File: src/rtl/fr_irq_pkg.sv
package fr_irq_pkg;
  localparam int FR_W   = 32;
  localparam int NSRC   = 3;

  localparam int B_HALT   = 0;
  localparam int B_GIE    = 1;
  localparam int B_RET    = 2;
  localparam int B_TMR_EN = 3;
  localparam int B_TMR_AS = 4;
  localparam int B_TX_EN  = 5;
  localparam int B_TX_AS  = 6;
  localparam int B_RX_EN  = 7;
  localparam int B_RX_AS  = 8;
  localparam int B_TX_RDY = 9;
  localparam int B_RX_RDY = 10;
  localparam int B_TOP    = 10;

  localparam logic [FR_W-1:0] RESET_VAL = FR_W'(1) << B_TX_RDY;
  localparam logic [FR_W-1:0] SW_MASK =
    (FR_W'(1) << B_GIE) | (FR_W'(1) << B_RET) | (FR_W'(1) << B_TMR_EN) |
    (FR_W'(1) << B_TX_EN) | (FR_W'(1) << B_RX_EN);
  localparam logic [FR_W-1:0] STICKY_MASK =
    (FR_W'(1) << B_TMR_AS) | (FR_W'(1) << B_TX_AS) | (FR_W'(1) << B_RX_AS) |
    (FR_W'(1) << B_TX_RDY) | (FR_W'(1) << B_RX_RDY);

  // source index doubles as priority rank: lower index wins
  localparam int SRC_TMR = 0;
  localparam int SRC_RX  = 1;
  localparam int SRC_TX  = 2;

  typedef enum logic {ACT_ENTER = 1'b0, ACT_RETURN = 1'b1} act_kind_e;

  function automatic int enable_bit(input int src);
    case (src)
      SRC_TMR: return B_TMR_EN;
      SRC_RX:  return B_RX_EN;
      default: return B_TX_EN;
    endcase
  endfunction

  function automatic int asserted_bit(input int src);
    case (src)
      SRC_TMR: return B_TMR_AS;
      SRC_RX:  return B_RX_AS;
      default: return B_TX_AS;
    endcase
  endfunction
endpackage

File: src/rtl/fr_flags.sv
module fr_flags
  import fr_irq_pkg::*;
(
  input  logic            clk,
  input  logic            rst_n,
  input  logic            wr_en,
  input  logic [FR_W-1:0] wr_data,
  input  logic [FR_W-1:0] hw_set,
  input  logic            ent_ack,
  input  logic            ret_ack,
  output logic [FR_W-1:0] fr_q
);
  logic [FR_W-1:0] nxt;

  always_comb begin
    nxt = fr_q;
    if (wr_en) begin
      nxt = (nxt & ~SW_MASK) | (wr_data & SW_MASK);
      nxt = nxt & (wr_data | ~STICKY_MASK);
      nxt[B_HALT] = fr_q[B_HALT] | wr_data[B_HALT];
    end
    if (ent_ack) nxt[B_GIE] = 1'b0;
    if (ret_ack) begin
      nxt[B_GIE] = 1'b1;
      nxt[B_RET] = 1'b0;
    end
    nxt = nxt | (hw_set & STICKY_MASK);
    nxt[FR_W-1:B_TOP+1] = '0;
  end

  always_ff @(posedge clk) begin
    if (!rst_n) fr_q <= RESET_VAL;
    else        fr_q <= nxt;
  end

  assert_reserved_zero_R2: assert property (@(posedge clk) disable iff (!rst_n)
    fr_q[FR_W-1:B_TOP+1] == '0);
  assert_sticky_hw_only_R3: assert property (@(posedge clk) disable iff (!rst_n)
    $rose(fr_q[B_TMR_AS]) |-> $past(hw_set[B_TMR_AS]));
  assert_hw_wins_R4: assert property (@(posedge clk) disable iff (!rst_n)
    hw_set[B_RX_AS] |=> fr_q[B_RX_AS]);
  assert_halt_sticky_R11: assert property (@(posedge clk) disable iff (!rst_n)
    fr_q[B_HALT] |=> fr_q[B_HALT]);
endmodule

File: src/rtl/fr_arbiter.sv
module fr_arbiter
  import fr_irq_pkg::*;
#(
  parameter int              N_SRC      = NSRC,
  parameter logic [FR_W-1:0] VEC_BASE   = 32'h0000_0100,
  parameter logic [FR_W-1:0] VEC_STRIDE = 32'h0000_0010
)(
  input  logic [N_SRC-1:0] src_en,
  input  logic [N_SRC-1:0] src_as,
  output logic             any_req,
  output logic [FR_W-1:0]  vector
);
  logic [N_SRC-1:0] req;
  int sel;

  for (genvar g = 0; g < N_SRC; g++) begin : g_req
    assign req[g] = src_en[g] & src_as[g];
  end

  always_comb begin
    sel = 0;
    for (int i = N_SRC - 1; i >= 0; i--) begin
      if (req[i]) sel = i;
    end
  end

  assign any_req = |req;
  assign vector  = VEC_BASE + FR_W'(sel) * VEC_STRIDE;

  always_comb begin
    if (req[0]) assert_top_priority_R8: assert (vector == VEC_BASE);
  end
endmodule

File: src/rtl/fr_act_seq.sv
module fr_act_seq
  import fr_irq_pkg::*;
(
  input  logic            clk,
  input  logic            rst_n,
  input  logic            halted,
  input  logic            ret_req,
  input  logic            gie,
  input  logic            boundary,
  input  logic            any_req,
  input  logic [FR_W-1:0] win_vector,
  input  logic            act_ready,
  output logic            act_valid,
  output act_kind_e       act_kind,
  output logic [FR_W-1:0] act_vector,
  output logic            ent_ack,
  output logic            ret_ack
);
  logic launch_ret, launch_ent;

  assign launch_ret = !act_valid && !halted && ret_req;
  assign launch_ent = !act_valid && !halted && !ret_req && boundary && gie && any_req;

  always_ff @(posedge clk) begin
    if (!rst_n) begin
      act_valid  <= 1'b0;
      act_kind   <= ACT_ENTER;
      act_vector <= '0;
    end else if (act_valid) begin
      if (act_ready) act_valid <= 1'b0;
    end else if (launch_ret) begin
      act_valid  <= 1'b1;
      act_kind   <= ACT_RETURN;
      act_vector <= '0;
    end else if (launch_ent) begin
      act_valid  <= 1'b1;
      act_kind   <= ACT_ENTER;
      act_vector <= win_vector;
    end
  end

  assign ent_ack = act_valid && act_ready && (act_kind == ACT_ENTER);
  assign ret_ack = act_valid && act_ready && (act_kind == ACT_RETURN);

  assert_hold_stable_R9: assert property (@(posedge clk) disable iff (!rst_n)
    act_valid && !act_ready |=> act_valid && $stable(act_kind) && $stable(act_vector));
  assert_no_launch_halted_R11: assert property (@(posedge clk) disable iff (!rst_n)
    halted && !act_valid |=> !act_valid);
  assert_enter_needs_gie_R6: assert property (@(posedge clk) disable iff (!rst_n)
    !act_valid && !gie && !ret_req |=> !act_valid);
endmodule

File: src/rtl/fr_irq_ctrl.sv
module fr_irq_ctrl
  import fr_irq_pkg::*;
#(
  parameter logic [FR_W-1:0] VEC_BASE   = 32'h0000_0100,
  parameter logic [FR_W-1:0] VEC_STRIDE = 32'h0000_0010
)(
  input  logic            clk,
  input  logic            rst_n,
  input  logic            fr_wr_en,
  input  logic [FR_W-1:0] fr_wr_data,
  output logic [FR_W-1:0] fr_q,
  input  logic            evt_timer,
  input  logic            evt_tx_ready,
  input  logic            evt_rx_data,
  input  logic            insn_boundary,
  output logic            halt,
  output logic            act_valid,
  input  logic            act_ready,
  output logic            act_kind,
  output logic [FR_W-1:0] act_vector
);
  logic [FR_W-1:0] hw_set;
  logic [NSRC-1:0] src_en, src_as;
  logic            any_req, ent_ack, ret_ack;
  logic [FR_W-1:0] win_vector;
  act_kind_e       kind_q;

  always_comb begin
    hw_set = '0;
    hw_set[B_TMR_AS] = evt_timer;
    hw_set[B_TX_AS]  = evt_tx_ready;
    hw_set[B_TX_RDY] = evt_tx_ready;
    hw_set[B_RX_AS]  = evt_rx_data;
    hw_set[B_RX_RDY] = evt_rx_data;
  end

  for (genvar s = 0; s < NSRC; s++) begin : g_src
    assign src_en[s] = fr_q[enable_bit(s)];
    assign src_as[s] = fr_q[asserted_bit(s)];
  end

  fr_flags u_flags (
    .clk(clk), .rst_n(rst_n), .wr_en(fr_wr_en), .wr_data(fr_wr_data),
    .hw_set(hw_set), .ent_ack(ent_ack), .ret_ack(ret_ack), .fr_q(fr_q)
  );

  fr_arbiter #(.N_SRC(NSRC), .VEC_BASE(VEC_BASE), .VEC_STRIDE(VEC_STRIDE)) u_arb (
    .src_en(src_en), .src_as(src_as), .any_req(any_req), .vector(win_vector)
  );

  fr_act_seq u_seq (
    .clk(clk), .rst_n(rst_n), .halted(fr_q[B_HALT]), .ret_req(fr_q[B_RET]),
    .gie(fr_q[B_GIE]), .boundary(insn_boundary), .any_req(any_req),
    .win_vector(win_vector), .act_ready(act_ready), .act_valid(act_valid),
    .act_kind(kind_q), .act_vector(act_vector), .ent_ack(ent_ack), .ret_ack(ret_ack)
  );

  assign act_kind = kind_q;
  assign halt     = fr_q[B_HALT];

  assert_entry_clears_gie_R9: assert property (@(posedge clk) disable iff (!rst_n)
    act_valid && act_ready && !act_kind |=> !fr_q[B_GIE]);
  assert_return_effects_R10: assert property (@(posedge clk) disable iff (!rst_n)
    act_valid && act_ready && act_kind |=> fr_q[B_GIE] && !fr_q[B_RET]);
  assert_event_map_R5: assert property (@(posedge clk) disable iff (!rst_n)
    evt_tx_ready |=> fr_q[B_TX_AS] && fr_q[B_TX_RDY]);
endmodule

File: config.mk
export PLATFORM = sky130hd
export DESIGN_NAME = fr_irq_ctrl
export DESIGN_NICKNAME = d
export VERILOG_FILES = /design/src/rtl/fr_irq_pkg.sv /design/src/rtl/fr_flags.sv /design/src/rtl/fr_arbiter.sv /design/src/rtl/fr_act_seq.sv /design/src/rtl/fr_irq_ctrl.sv
export SDC_FILE = /design/constraint.sdc
export NUM_CORES = 1
export LEC_CHECK = 0
export BUFFER_PORTS_ARGS = -buffer_cell sky130_fd_sc_hd__buf_2
export CAP_MARGIN = 40
export CELL_PAD_IN_SITES_DETAIL_PLACEMENT = 0
export CELL_PAD_IN_SITES_GLOBAL_PLACEMENT = 2
export CORE_AREA = 5 5 70 104
export CTS_BUF_LIST = sky130_fd_sc_hd__clkbuf_4
export DETAILED_ROUTE_END_ITERATION = 7
export DIE_AREA = 0 0 75 109
export GPL_ROUTABILITY_DRIVEN = 0
export PLACE_DENSITY = 0.88
export SYNTH_ARGS = -nofsm -noshare
export SYNTH_HDL_FRONTEND = slang
export SYNTH_SLANG_ARGS = --single-unit
File: constraint.sdc
create_clock -name clk -period 1.4 [get_ports clk]
set_clock_uncertainty 0.1 [all_clocks]
set_input_delay 0.28 -clock clk [delete_from_list [all_inputs] [get_ports clk]]
set_output_delay 0.28 -clock clk [all_outputs]
set_load 0.01 [all_outputs]
==> results by stage, run 1 <==
Run status:
- The run finished with clean final reports.

Power and ir drop:
- In this run the power density over the cells is ~830 nW/um2.
- The worst IR drop on VDD is slightly above 300 uV.
- The share of total power dissipated in sequential elements is between 50% and 60%.
- Summed over all nets, the switching power comes to 0.303 mW.
- The internal power consumption is around 0.66 mW.
- The net switching share of the total power is between 30% and 40%.
- The leakage power figure is between 0.6 and 0.7 nW.
- The share of total power dissipated in the clock network is roughly a quarter.
- The logic gate share of total power is a little under a quarter.

Clock network:
- The clock latency at the later pin of the worst-skew pair is between 200 and 300 ps.
- The number of buffers inserted by hold repair at cts is 0.
- TritonCTS built the clock tree.
- Clock-pin slew was measured on the worst setup and hold paths at approximately 90 ps.
- No sink is reached through more buffers than the 2 on the longest clock path.
- CTS built an H-tree with a depth of 1.
- The number of clock buffers added by TritonCTS is 3.
- The CTS sink count is 16.
- Clock tree synthesis selected as its root buffer the cell clkbuf_4.

Logic synthesis:
- The async set-reset flop share out of synthesis is 0%.
- The cell count after synthesis came out at around 120.
- Yosys mapped a number of flops with a built-in enable equal to 0.
- The distinct cell type count of the synthesized netlist is 24.
- The synthesis-stage register bit count is 16.
- For this run, the number of Yosys warnings is 0.
- The post-synthesis sequential area ratio is between 30% and 40%.
- Sorting the synthesized cells by how often they occur yields 53 x buf_4, 16 x dfxtp_1, 7 x a21oi_1, 7 x o21ai_0.
- The primary flip-flop cell chosen by synthesis mapping is dfxtp_1.
- The area of the mapped netlist is ~1000 um2.
- In the post-synthesis netlist, the biggest area contributors are buf_4 39%, dfxtp_1 31%, mux2i_1 4.9%.
- The biggest area consumer among synthesized cells is buf_4.
- The synthesized area per cell is 8.39 um2.
- The share of the synthesized area in the top cell type is around two fifths.
- The most repeated cell in the gate-level netlist after synthesis is buf_4.

GRT:
- The via count of the first global-routing pass is between 700 and 800.
- The total routing resource utilization after global routing is 5.86%.
- The total congestion overflow after global routing is 0.
- The initial antenna violation count was 0.
- The first global-routing pass estimated roughly 3.5 mm of wire.
- The pin count of the biggest net entering global routing is 12.

Timing:
- The max-slew violation count is 0.
- The number of hold violations in the final report came to 0.
- The smallest clock period supported by the final layout is computed as roughly 1300 ps.
- The final number of setup-violating endpoints is 0.
- In the final timing run, aggregate negative setup slack is 0 ps.
- The worst path uses between 90% and 100% of the clock period.
- The highest attainable clock frequency is roughly 0.75 GHz.
- Setup repair after global routing left no endpoint under its margin.

Floorplanning:
- For this configuration, the core starts out at a cell density of between 10% and 20%.
- The core box area is about 6400 um2.
- The width of the chip is between 70 and 80 um.
- For this design the top-level I/O count stands at 107.
- The vertical extent of the die is roughly 110 um.
- The initialized floorplan defines 36 standard-cell rows.
- The die covers around 8200 um2.

Worst hold path:
- The path class of the tightest hold or removal check is in -> reg.
- The worst hold path stage count is 3.
- In this run the most critical hold path is launched from evt_tx_ready.

Critical path:
- The worst register-to-register path begins at u_flags.fr_q[0].
- STA puts the critical path data required time at about 1500 ps.
- In this run the worst setup path begins at u_flags.fr_q[0].
- The arrival time reported for the critical path endpoint is roughly 1400 ps.
- The largest fanout of any net on the critical path is 6.
- The capturing element type of the critical path is a register.
- The category of the critical setup timing path is reg -> reg.
- The worst register-to-register path has a depth of 3.
- The launching element type of the critical path is a register.

Placement:
- The post-detailed-placement half-perimeter wirelength is between 2 and 2.5 mm.
- In this run the cell area measured after placement is approximately 1100 um2.
- In this run the tool buffered the top-level ports with 35 buffer cells.
- After detailed placement, the design holds a cell count of 233.

Finish:
- The post-layout net count is slightly above 200.
- The fraction of the core area covered by cells at the end of the flow is a little under a fifth.
- The relative area change from synthesis to final layout is 13.3%.
- The fraction of final layout cells with drive strength greater than 1 is 30.0%.
- The design area is approximately 1200 um2.
- The count of cells in the finished layout, fillers not included, comes to between 200 and 250.
- The antenna cell count is 0.

Drt:
- The number of design-rule violations left by the first detailed-router iteration is 39.
- After detailed routing, the number of remaining DRC violations is 0.
- The first TritonRoute pass finished after 4 iterations.
- Summing over every cut layer, the via total after detailed routing is around 790.
- The final wirelength is approximately 2.5 mm.
- After detailed routing, the average wire length per cell comes to about 10 um.
- The antenna violation net count after detailed routing is 0.
- The routed via count divided by cell count is 3.36.

Run:
- The tool flagged a number of max-cap violations equal to 0.
power groups by stage:
stage / sequential, mW / combinational, mW / clock (mW)
finish: 0.500 / 0.217 / 0.243
global route: 0.505 / 0.247 / 0.290
CTS: 0.498 / 0.213 / 0.257
detailed placement: 0.509 / 0.212 / 0
global placement: 0.508 / 0.211 / 0
floorplan: 0.519 / 0.226 / 0
state kept, by name, indices dropped and copies added, names as in the netlist:
name	count
u_seq.act_kind	1
u_flags.fr_q	11
u_seq.act_valid	1
u_seq.act_vector	3
per-layer routing:
| layer | GRT usage [%] | share of wire (%) | vias to the layer above |
|---|---|---|---|
| met4 | 1.15 | 0.69 | 0 |
| met5 | 0 | 0 | - |
| li1 | - | - | 379 |
| met2 | 10.2 | 46 | 69 |
| met3 | 2.68 | 16 | 4 |
| met1 | 6.44 | 37 | 340 |
worst paths after layout:
path | slack, ps | endpoint
worst min register to register | 390 | u_flags.fr_q[10]
worst max register to register | 70 | u_seq.act_vector[8]
worst max-delay path | 70 | u_seq.act_vector[8]
worst min-delay path | 90 | u_flags.fr_q[9]
layout by cell type (no fill, tap or decap), types with 3 or more instances in the layout:
| cell type | n |
|---|---|
| conb_1 | 50 |
| clkbuf_4 | 3 |
| mux2i_1 | 5 |
| inv_1 | 6 |
| buf_2 | 35 |
| buf_4 | 6 |
| dfxtp_1 | 15 |
| a21oi_1 | 7 |
| nor2_1 | 6 |
| o21ai_0 | 7 |
| nand2_1 | 4 |
area by class of cell:
class | instances | area (um2)
repair buffers | 41 | 220
flip-flops and latches | 16 | 322
multi-input cells | 94 | 478
clock buffers | 3 | 22.5
well taps | 76 | 95.1
inverters | 6 | 22.5
fillers | 725 | 5190
timing repair:
item	in CTS	in global routing
buffers inserted	0	0
setup endpoints to repair	0	2
gates resized for setup	0	4
worst max-delay path, cell delays in order (launching register included):
cell	delay, ps
dfxtp_1	380
or3b_1	460
nand2_1	140
o21ba_2	160
cell families after synthesis:
| family | after synthesis | synth area share (%) |
|---|---|---|
| buffers and inverters | 61 | 41.9 |
| AOI/OAI and AO/OA | 21 | 12.3 |
| and+or+nand+nor | 18 | 9.17 |
| DFF | 16 | 31.3 |
| muxes | 5 | 4.89 |
| other | 1 | 0.366 |
per-stage QoR:
| step | hold slack (ps) | worst slack, ps | power, mW |
|---|---|---|---|
| after floorplan | 264 | 155 | 0.745 |
| after global placement | 360 | 113 | 0.719 |
| after detailed placement | 376 | 89.4 | 0.721 |
| after CTS | 85.9 | 75.1 | 0.968 |
| after global routing | 94.1 | 12.7 | 1.04 |
| final | 94.7 | 66.3 | 0.961 |
Power figures use the tool's default switching activity.
==> inputs of run 2 (changes only) <==
Settings changed: CORE_AREA 5 5 70 104 to 5 5 84 86, DIE_AREA 0 0 75 109 to 0 0 89 91, PLACE_DENSITY 0.88 to 0.89, RECOVER_POWER set to 25.
==> run 2 against run 1 <==
Die area fell by 0.93%. Cell area fell by 0.54%. First-iteration DRC count rose by 13%. Non-clock buffer count rose by 2. Clock power barely moved. Global-route usage fell by 0.45 points. Register-to-register slack improved by 30 ps. Largest cell class unchanged.
==> results by stage, run 2 (synthesis gave the netlist of run 1 again) <==
Floorplanning:
- The number of placement rows was 29 (was 36).
- The core box area was 6200 um2 (was 6350 um2).
- The die footprint is 8100 um2 (was 8180 um2).
- The number of top-level pins is 107 (unchanged).
- The vertical extent of the die was 91 um (was 109 um).
- The width of the chip came to 89 um (was 75 um).
- The starting utilization of the core area is 16.5% (was 16.1%).

Clock network:
- The post-CTS repair timing setup buffer count is 0 (unchanged).
- The post-CTS resize count is 0 (unchanged).
- The clock tree from TritonCTS is yes (unchanged).
- The number of buffers inserted during clock tree synthesis is 3 (unchanged).
- The number of buffers inserted by hold repair at cts was 0 (unchanged).
- The CTS root buffer is clkbuf_4 (unchanged).
- The deepest clock path buffer count is 2 (unchanged).
- The post-CTS clock slew at the launch and capture registers of the worst setup and hold paths is 90 ps (about the same).
- The number of H-tree branching levels is 1 (unchanged).
- The clock latency at the later pin of the worst-skew pair is 280 ps (was 290 ps).
- The CTS sink count came to 16 (unchanged).

Timing:
- The worst hold slack across all endpoints is 98.9 ps (was 94.7 ps).
- The number of hold violations in the final report is 0 (unchanged).
- The post-route setup TNS is 0 ps (unchanged).
- The portion of the clock cycle consumed by the worst path in the final layout is 93.2% (was 95.3%).
- The max-slew violation count is 0 (unchanged).
- RSZ-0062 raised after global routing: no (unchanged).
- The final period demand of the worst path is 1300 ps (was 1330 ps).
- The final number of setup-violating endpoints is 0 (unchanged).
- The highest attainable clock frequency came to 0.766 GHz (was 0.750 GHz).

Power and ir drop:
- The power spent charging and discharging nets is 0.300 mW (was 0.303 mW).
- The net switching share of the total power is 31.3% (was 31.5%).
- The worst IR drop on VDD is 222 uV (was 305 uV).
- The power density over cell area was 830 nW/um2 (was 828 nW/um2).
- The leakage power figure was 0.611 nW (was 0.607 nW).
- The clock network power share is 25.2% (was 25.3%).
- The share of total power in sequential cells is 51.9% (was 52.1%).
- The logic gate share of total power was 22.9% (was 22.6%).
- The internal power consumption was 0.658 mW (about the same).

Placement:
- The post-detailed-placement half-perimeter wirelength is 2.12 mm (was 2.09 mm).
- The area after detailed placement is 1130 um2 (was 1120 um2).
- The count of buffers inserted at the top-level ports is 35 (unchanged).

GRT:
- The pin count of the biggest net entering global routing is 12 (unchanged).
- The initial antenna violation count is 1 (was 0).
- The global-route wire length before repair is 3.33 mm (was 3.50 mm).
- The total congestion overflow after global routing was 0 (unchanged).
- The via count of the first global-routing pass is 694 (was 729).
- The total routing resource utilization after global routing came to 5.41% (was 5.86%).

Finish:
- The fraction of final layout cells with drive strength greater than 1 came to 28.4% (was 30.0%).
- The antenna cell count came to 0 (unchanged).
- The total of fill cells in the finished design came to 693 (was 725).
- The post-layout net count is 204 (was 202).
- Biggest registers after layout: u_flags.fr_q x11, u_seq.act_vector x3 (unchanged).
- The commonest non-fill, non-tap cell in the layout is conb_1 (unchanged).
- The relative area change from synthesis to final layout came to 12.7% (was 13.3%).
- The number of flip-flops in the largest register is 11 (unchanged).
- The design area was 1150 um2 (was 1160 um2).
- The register with the most flip-flops is u_flags.fr_q (unchanged).
- Commonest cells after routing, fill and taps aside: 50 x conb_1, 34 x buf_2, 16 x dfxtp_1 (was 50 x conb_1, 35 x buf_2, 15 x dfxtp_1).

Drt:
- The final wirelength was 2.44 mm (was 2.48 mm).
- The routed wirelength normalized by instance count is 10.2 um (was 10.5 um).
- The number of remaining DRC errors came to 0 (unchanged).
- The number of design-rule violations left by the first detailed-router iteration is 44 (was 39).
- The antenna violation net count after detailed routing was 0 (unchanged).
- The routed via count divided by cell count came to 3.29 (was 3.36).
- The number of search-and-repair iterations in the first detailed-routing pass is 4 (unchanged).
- The total via count after detailed routing is 786 (was 792).

Critical path:
- The path depth of the worst reg2reg path is 3 (unchanged).
- The capturing element type of the critical path is a register (unchanged).
- The required arrival time at the worst endpoint is 1480 ps (was 1490 ps).
- The largest fanout of any net on the critical path is 6 (unchanged).
- The arrival time reported for the critical path endpoint was 1390 ps (was 1430 ps).
- The category of the critical setup timing path is reg -> reg (unchanged).
- The setup slack of the most critical reg-to-reg path was 100 ps (was 70 ps).
- The launching element type of the critical path is a register (unchanged).

Worst hold path:
- The worst hold path stage count is 3 (unchanged).
- The class of the worst hold path was in -> reg (unchanged).

Run:
- The reported max-cap violation count is 0 (unchanged).

Run status:
- Status: finished clean (unchanged).
## run 2: final cells by class
| class | count | area, um2 | share of cell area, % |
|---|---|---|---|
| clock buffer | 3 | 22.5 | 1.95 |
| sequential | 16 | 320 | 27.8 |
| tap | 77 | 96.3 | 8.35 |
| multi-input combinational | 94 | 458 | 39.7 |
| timing repair buffer | 43 | 234 | 20.3 |
| inverter | 6 | 22.5 | 1.95 |
## run 2: power groups by stage
| stage | Clock (mW) | Sequential (mW) | Combinational [mW] |
|---|---|---|---|
| after floorplan | 0 | 0.519 | 0.226 |
| after global placement | 0 | 0.508 | 0.217 |
| after detailed placement | 0 | 0.508 | 0.218 |
| after CTS | 0.255 | 0.498 | 0.219 |
| after global routing | 0.279 | 0.501 | 0.246 |
| final | 0.242 | 0.497 | 0.219 |
## run 2: path summary, 6_finish.rpt
kind | from | endpoint
min | evt_tx_ready | u_flags.fr_q[9]
max reg2reg | u_flags.fr_q[0] | u_seq.act_vector[8]
min reg2reg | u_flags.fr_q[9] | u_flags.fr_q[9]
max | u_flags.fr_q[0] | u_seq.act_vector[8]
## run 2: layer usage
| metal | wire [um] | global-route usage (%) | vias to the layer above | part of all wire [%] |
|---|---|---|---|---|
| li1 | - | - | 382 | - |
| met1 | 794 | 5.37 | 353 | 33 |
| met2 | 1260 | 9.22 | 47 | 52 |
| met3 | 372 | 2.17 | 2 | 15 |
| met4 | 0 | 3.35 | 2 | 0 |
| met5 | 13 | 0 | - | 0.53 |
## run 2: critical path: stages (launching register included)
cell     delay (ps)
dfxtp_1         360
or3b_1          450
nand2_1         130
o21ba_2         160
## run 2: per-stage QoR
stage	std cells	power (mW)	util [%]	setup slack (ps)
floorplan	171	0.745	-	155
global placement	236	0.725	18.2	119
detailed placement	236	0.726	18.2	111
CTS	239	0.971	18.6	81.7
global route	239	1.03	18.6	23.6
finish	239	0.957	18.6	95.1
==> inputs of run 3 (changes only) <==
Clock period 1.4 ns to 1.3 ns, I/O delays scaled along.
==> run 3 against run 2 <==
Cell area is 5.1% higher. Global-route usage is 0.20 points higher. Utilization is 0.95 points higher. Sequential share of layout area is 0.83 points lower. Combinational power is 17% higher. Routed wire length is 1.1% higher. Flip-flop and latch count stayed put. Register-to-register slack worse by 40 ps. First-iteration DRC count is 9.1% higher. Cell count is 1.7% higher. Setup slack worse by 39 ps. Highest routed layer unchanged.
==> results by stage, run 3 (synthesis gave the netlist of run 1 again) <==
Floorplanning:
- The vertical extent of the die is 91 um (unchanged).
- The number of top-level pins came to 107 (unchanged).
- The starting utilization of the core area was 16.5% (unchanged).
- The core box area is 6200 um2 (unchanged).
- The width of the chip is 89 um (unchanged).
- The die footprint is 8100 um2 (unchanged).
- The number of placement rows was 29 (unchanged).

Critical path:
- The capturing element type of the critical path is an output port (was register).
- The largest fanout of any net on the critical path is 4 (was 6).
- The critical register-to-register path endpoint is u_seq.act_vector[8] (unchanged).
- The cell type group with the largest total delay on the critical path is flip-flops (was simple AND/OR/NAND/NOR gates).
- The cell with the largest stage delay on the worst path was dfxtp_2 (was or3b_1).
- The path depth of the worst reg2reg path was 4 (was 3).
- The count of buffering cells on the critical path with inverters included is 2 (was 0).
- The critical path's largest stage delay was 330 ps (was 450 ps).
- The setup slack of the most critical reg-to-reg path was 60 ps (was 100 ps).
- The critical register-to-register path startpoint is u_flags.fr_q[7] (was u_flags.fr_q[0]).
- The category of the critical setup timing path is reg -> out (was reg -> reg).
- The launching element type of the critical path was a register (unchanged).
- Crit path cell chain: buf_4, buf_2 (was or3b_1, nand2_1, o21ba_2).
- The arrival time reported for the critical path endpoint was 880 ps (was 1390 ps).
- The required arrival time at the worst endpoint came to 940 ps (was 1480 ps).

Timing:
- The worst path uses a little over nine tenths of the clock period.
- The final number of setup-violating endpoints is 0 (unchanged).
- The max-slew violation count is 0 (unchanged).
- The final period demand of the worst path is roughly 1200 ps.
- The number of hold violations in the final report is 0 (unchanged).
- The worst hold slack across all endpoints came to 73.8 ps (was 98.9 ps).
- The smallest setup slack after layout came to 55.9 ps (was 95.1 ps).
- RSZ-0062 raised after global routing: yes (was no).
- Derived from the worst setup path, the maximum achievable clock frequency is around 0.8 GHz.

GRT:
- The total routing resource utilization after global routing is 5.62% (was 5.41%).
- The global routing met2 resource utilization is 9.65% (was 9.22%).
- The most utilized layer in the global route result is met2 (unchanged).
- The met3 capacity usage during global routing came to 2.26% (was 2.17%).
- The via count of the first global-routing pass came to 697 (was 694).
- The initial antenna violation count is 1 (unchanged).
- The total congestion overflow after global routing is 0 (unchanged).
- The global-route wire length before repair is 3.48 mm (was 3.33 mm).
- The fraction of met1 tracks used by global routing was 5.54% (was 5.37%).
- The pin count of the biggest net entering global routing is 12 (unchanged).

Clock network:
- The post-CTS clock slew at the launch and capture registers of the worst setup and hold paths is 100 ps (was 90 ps).
- The number of H-tree branching levels is 1 (unchanged).
- The number of buffers inserted during clock tree synthesis came to 3 (unchanged).
- The clock tree from TritonCTS was yes (unchanged).
- The deepest clock path buffer count is 2 (unchanged).
- The CTS root buffer is clkbuf_4 (unchanged).
- The clock latency at the later pin of the worst-skew pair is 280 ps (about the same).
- The CTS sink count is 16 (unchanged).
- The number of buffers inserted by hold repair at cts is 0 (unchanged).

Run:
- The reported max-cap violation count is 0 (unchanged).

Finish:
- The number of flip-flops in the largest register was 11 (unchanged).
- The antenna cell count is 0 (unchanged).
- The post-layout net count is 207 (was 204).
- The relative area change from synthesis to final layout was 18.5% (was 12.7%).
- Commonest cells after routing, fill and taps aside: 50 x conb_1, 31 x buf_2, 11 x buf_4, 11 x dfxtp_1 (was 50 x conb_1, 34 x buf_2, 16 x dfxtp_1).
- The fraction of final layout cells with drive strength greater than 1 was 33.7% (was 28.4%).
- The register with the most flip-flops is u_flags.fr_q (unchanged).
- Biggest registers after layout: u_flags.fr_q x11, u_seq.act_vector x3 (unchanged).
- The commonest non-fill, non-tap cell in the layout was conb_1 (unchanged).

Placement:
- The count of buffers inserted at the top-level ports is 35 (unchanged).
- The worst slack at placement came to 19.5 ps (was 111 ps).
- The post-detailed-placement half-perimeter wirelength is 2.14 mm (was 2.12 mm).

Worst hold path:
- The endpoint with the worst hold slack is u_flags.fr_q[9] (unchanged).
- The worst hold path stage count is 3 (unchanged).
- The source of the worst hold timing path is evt_tx_ready (unchanged).
- The class of the worst hold path is in -> reg (unchanged).

Drt:
- The number of remaining DRC errors is 0 (unchanged).
- The routed via count divided by cell count is 3.32 (was 3.29).
- The final wirelength is 2.47 mm (was 2.44 mm).
- The routed wirelength normalized by instance count is 10.1 um (was 10.2 um).
- The antenna violation net count after detailed routing is 0 (unchanged).
- The total via count after detailed routing was 806 (was 786).
- The number of search-and-repair iterations in the first detailed-routing pass is 4 (unchanged).
- The number of design-rule violations left by the first detailed-router iteration came to 48 (was 44).

Power and ir drop:
- The power density over cell area is 873 nW/um2 (was 830 nW/um2).
- The worst IR drop on VDD is 205 uV (was 222 uV).
- The leakage power figure was 0.635 nW (was 0.611 nW).
- The post-route total power is 1.06 mW (was 0.957 mW).

Run status:
- Status: finished clean (unchanged).
run 3: cell count changes in the layout (fill, tap and decap cells not counted), moves of 3 or more:
cell,before,now
dfxtp_1,16,11
buf_4,8,11
dfxtp_2,0,5
buf_2,34,31
buf_6,0,3
run 3: worst min-delay path: stages:
cell and delay, ps:
buf_2 70, inv_1 40, nand3_1 50
run 3: repair_timing:
action	4_1_cts	5_1_grt
buffers inserted	0	0
gates resized for setup	0	11
setup endpoints to repair	0	9
endpoints found under the hold margin	0	0
run 3: routing by layer:
layer | part of all wire, % | vias up
li1 | - | 392
met1 | 31 | 365
met2 | 51 | 43
met3 | 15 | 4
met4 | 1.7 | 2
met5 | 0.53 | -
run 3: area by class of cell:
cell class,instances,area (um2)
fill,705,4990
clock buffer,3,22.5
timing repair buffer,46,275
tap,77,96.3
clock inverter,1,3.75
multi-input combinational,94,465
sequential,16,327
inverter,6,22.5
run 3: how the worst max path moves through the flow:
stage / cells past startpoint / start / slack, ps / end
global placement: 3 / u_flags.fr_q[0] / 40 / u_seq.act_vector[8]
detailed placement: 3 / u_flags.fr_q[0] / 20 / u_seq.act_vector[8]
floorplan: 3 / u_flags.fr_q[8] / 60 / u_seq.act_valid
finish: 2 / u_flags.fr_q[7] / 60 / fr_q[7]
global route: 4 / u_flags.fr_q[7] / -20 / u_seq.act_valid
CTS: 2 / u_seq.act_valid / 5 / act_valid
run 3: metrics by stage:
stage | utilization [%] | cell area [um2] | std cells | setup TNS (ps)
after CTS | 19.0 | 1180 | 243 | 0
after global routing | 19.5 | 1210 | 243 | -27.1
after floorplan | - | 1210 | 171 | 0
after detailed placement | 18.6 | 1150 | 239 | 0
final | 19.5 | 1210 | 243 | 0
after global placement | 18.6 | 1150 | 239 | 0
run 3: power by group:
group | total, mW | internal, mW | leakage, nW | switching (mW)
registers | 0.536 | 0.518 | 0.133 | 0.0173
logic | 0.257 | 0.0990 | 0.487 | 0.158
clock network | 0.266 | 0.111 | 0.0154 | 0.155
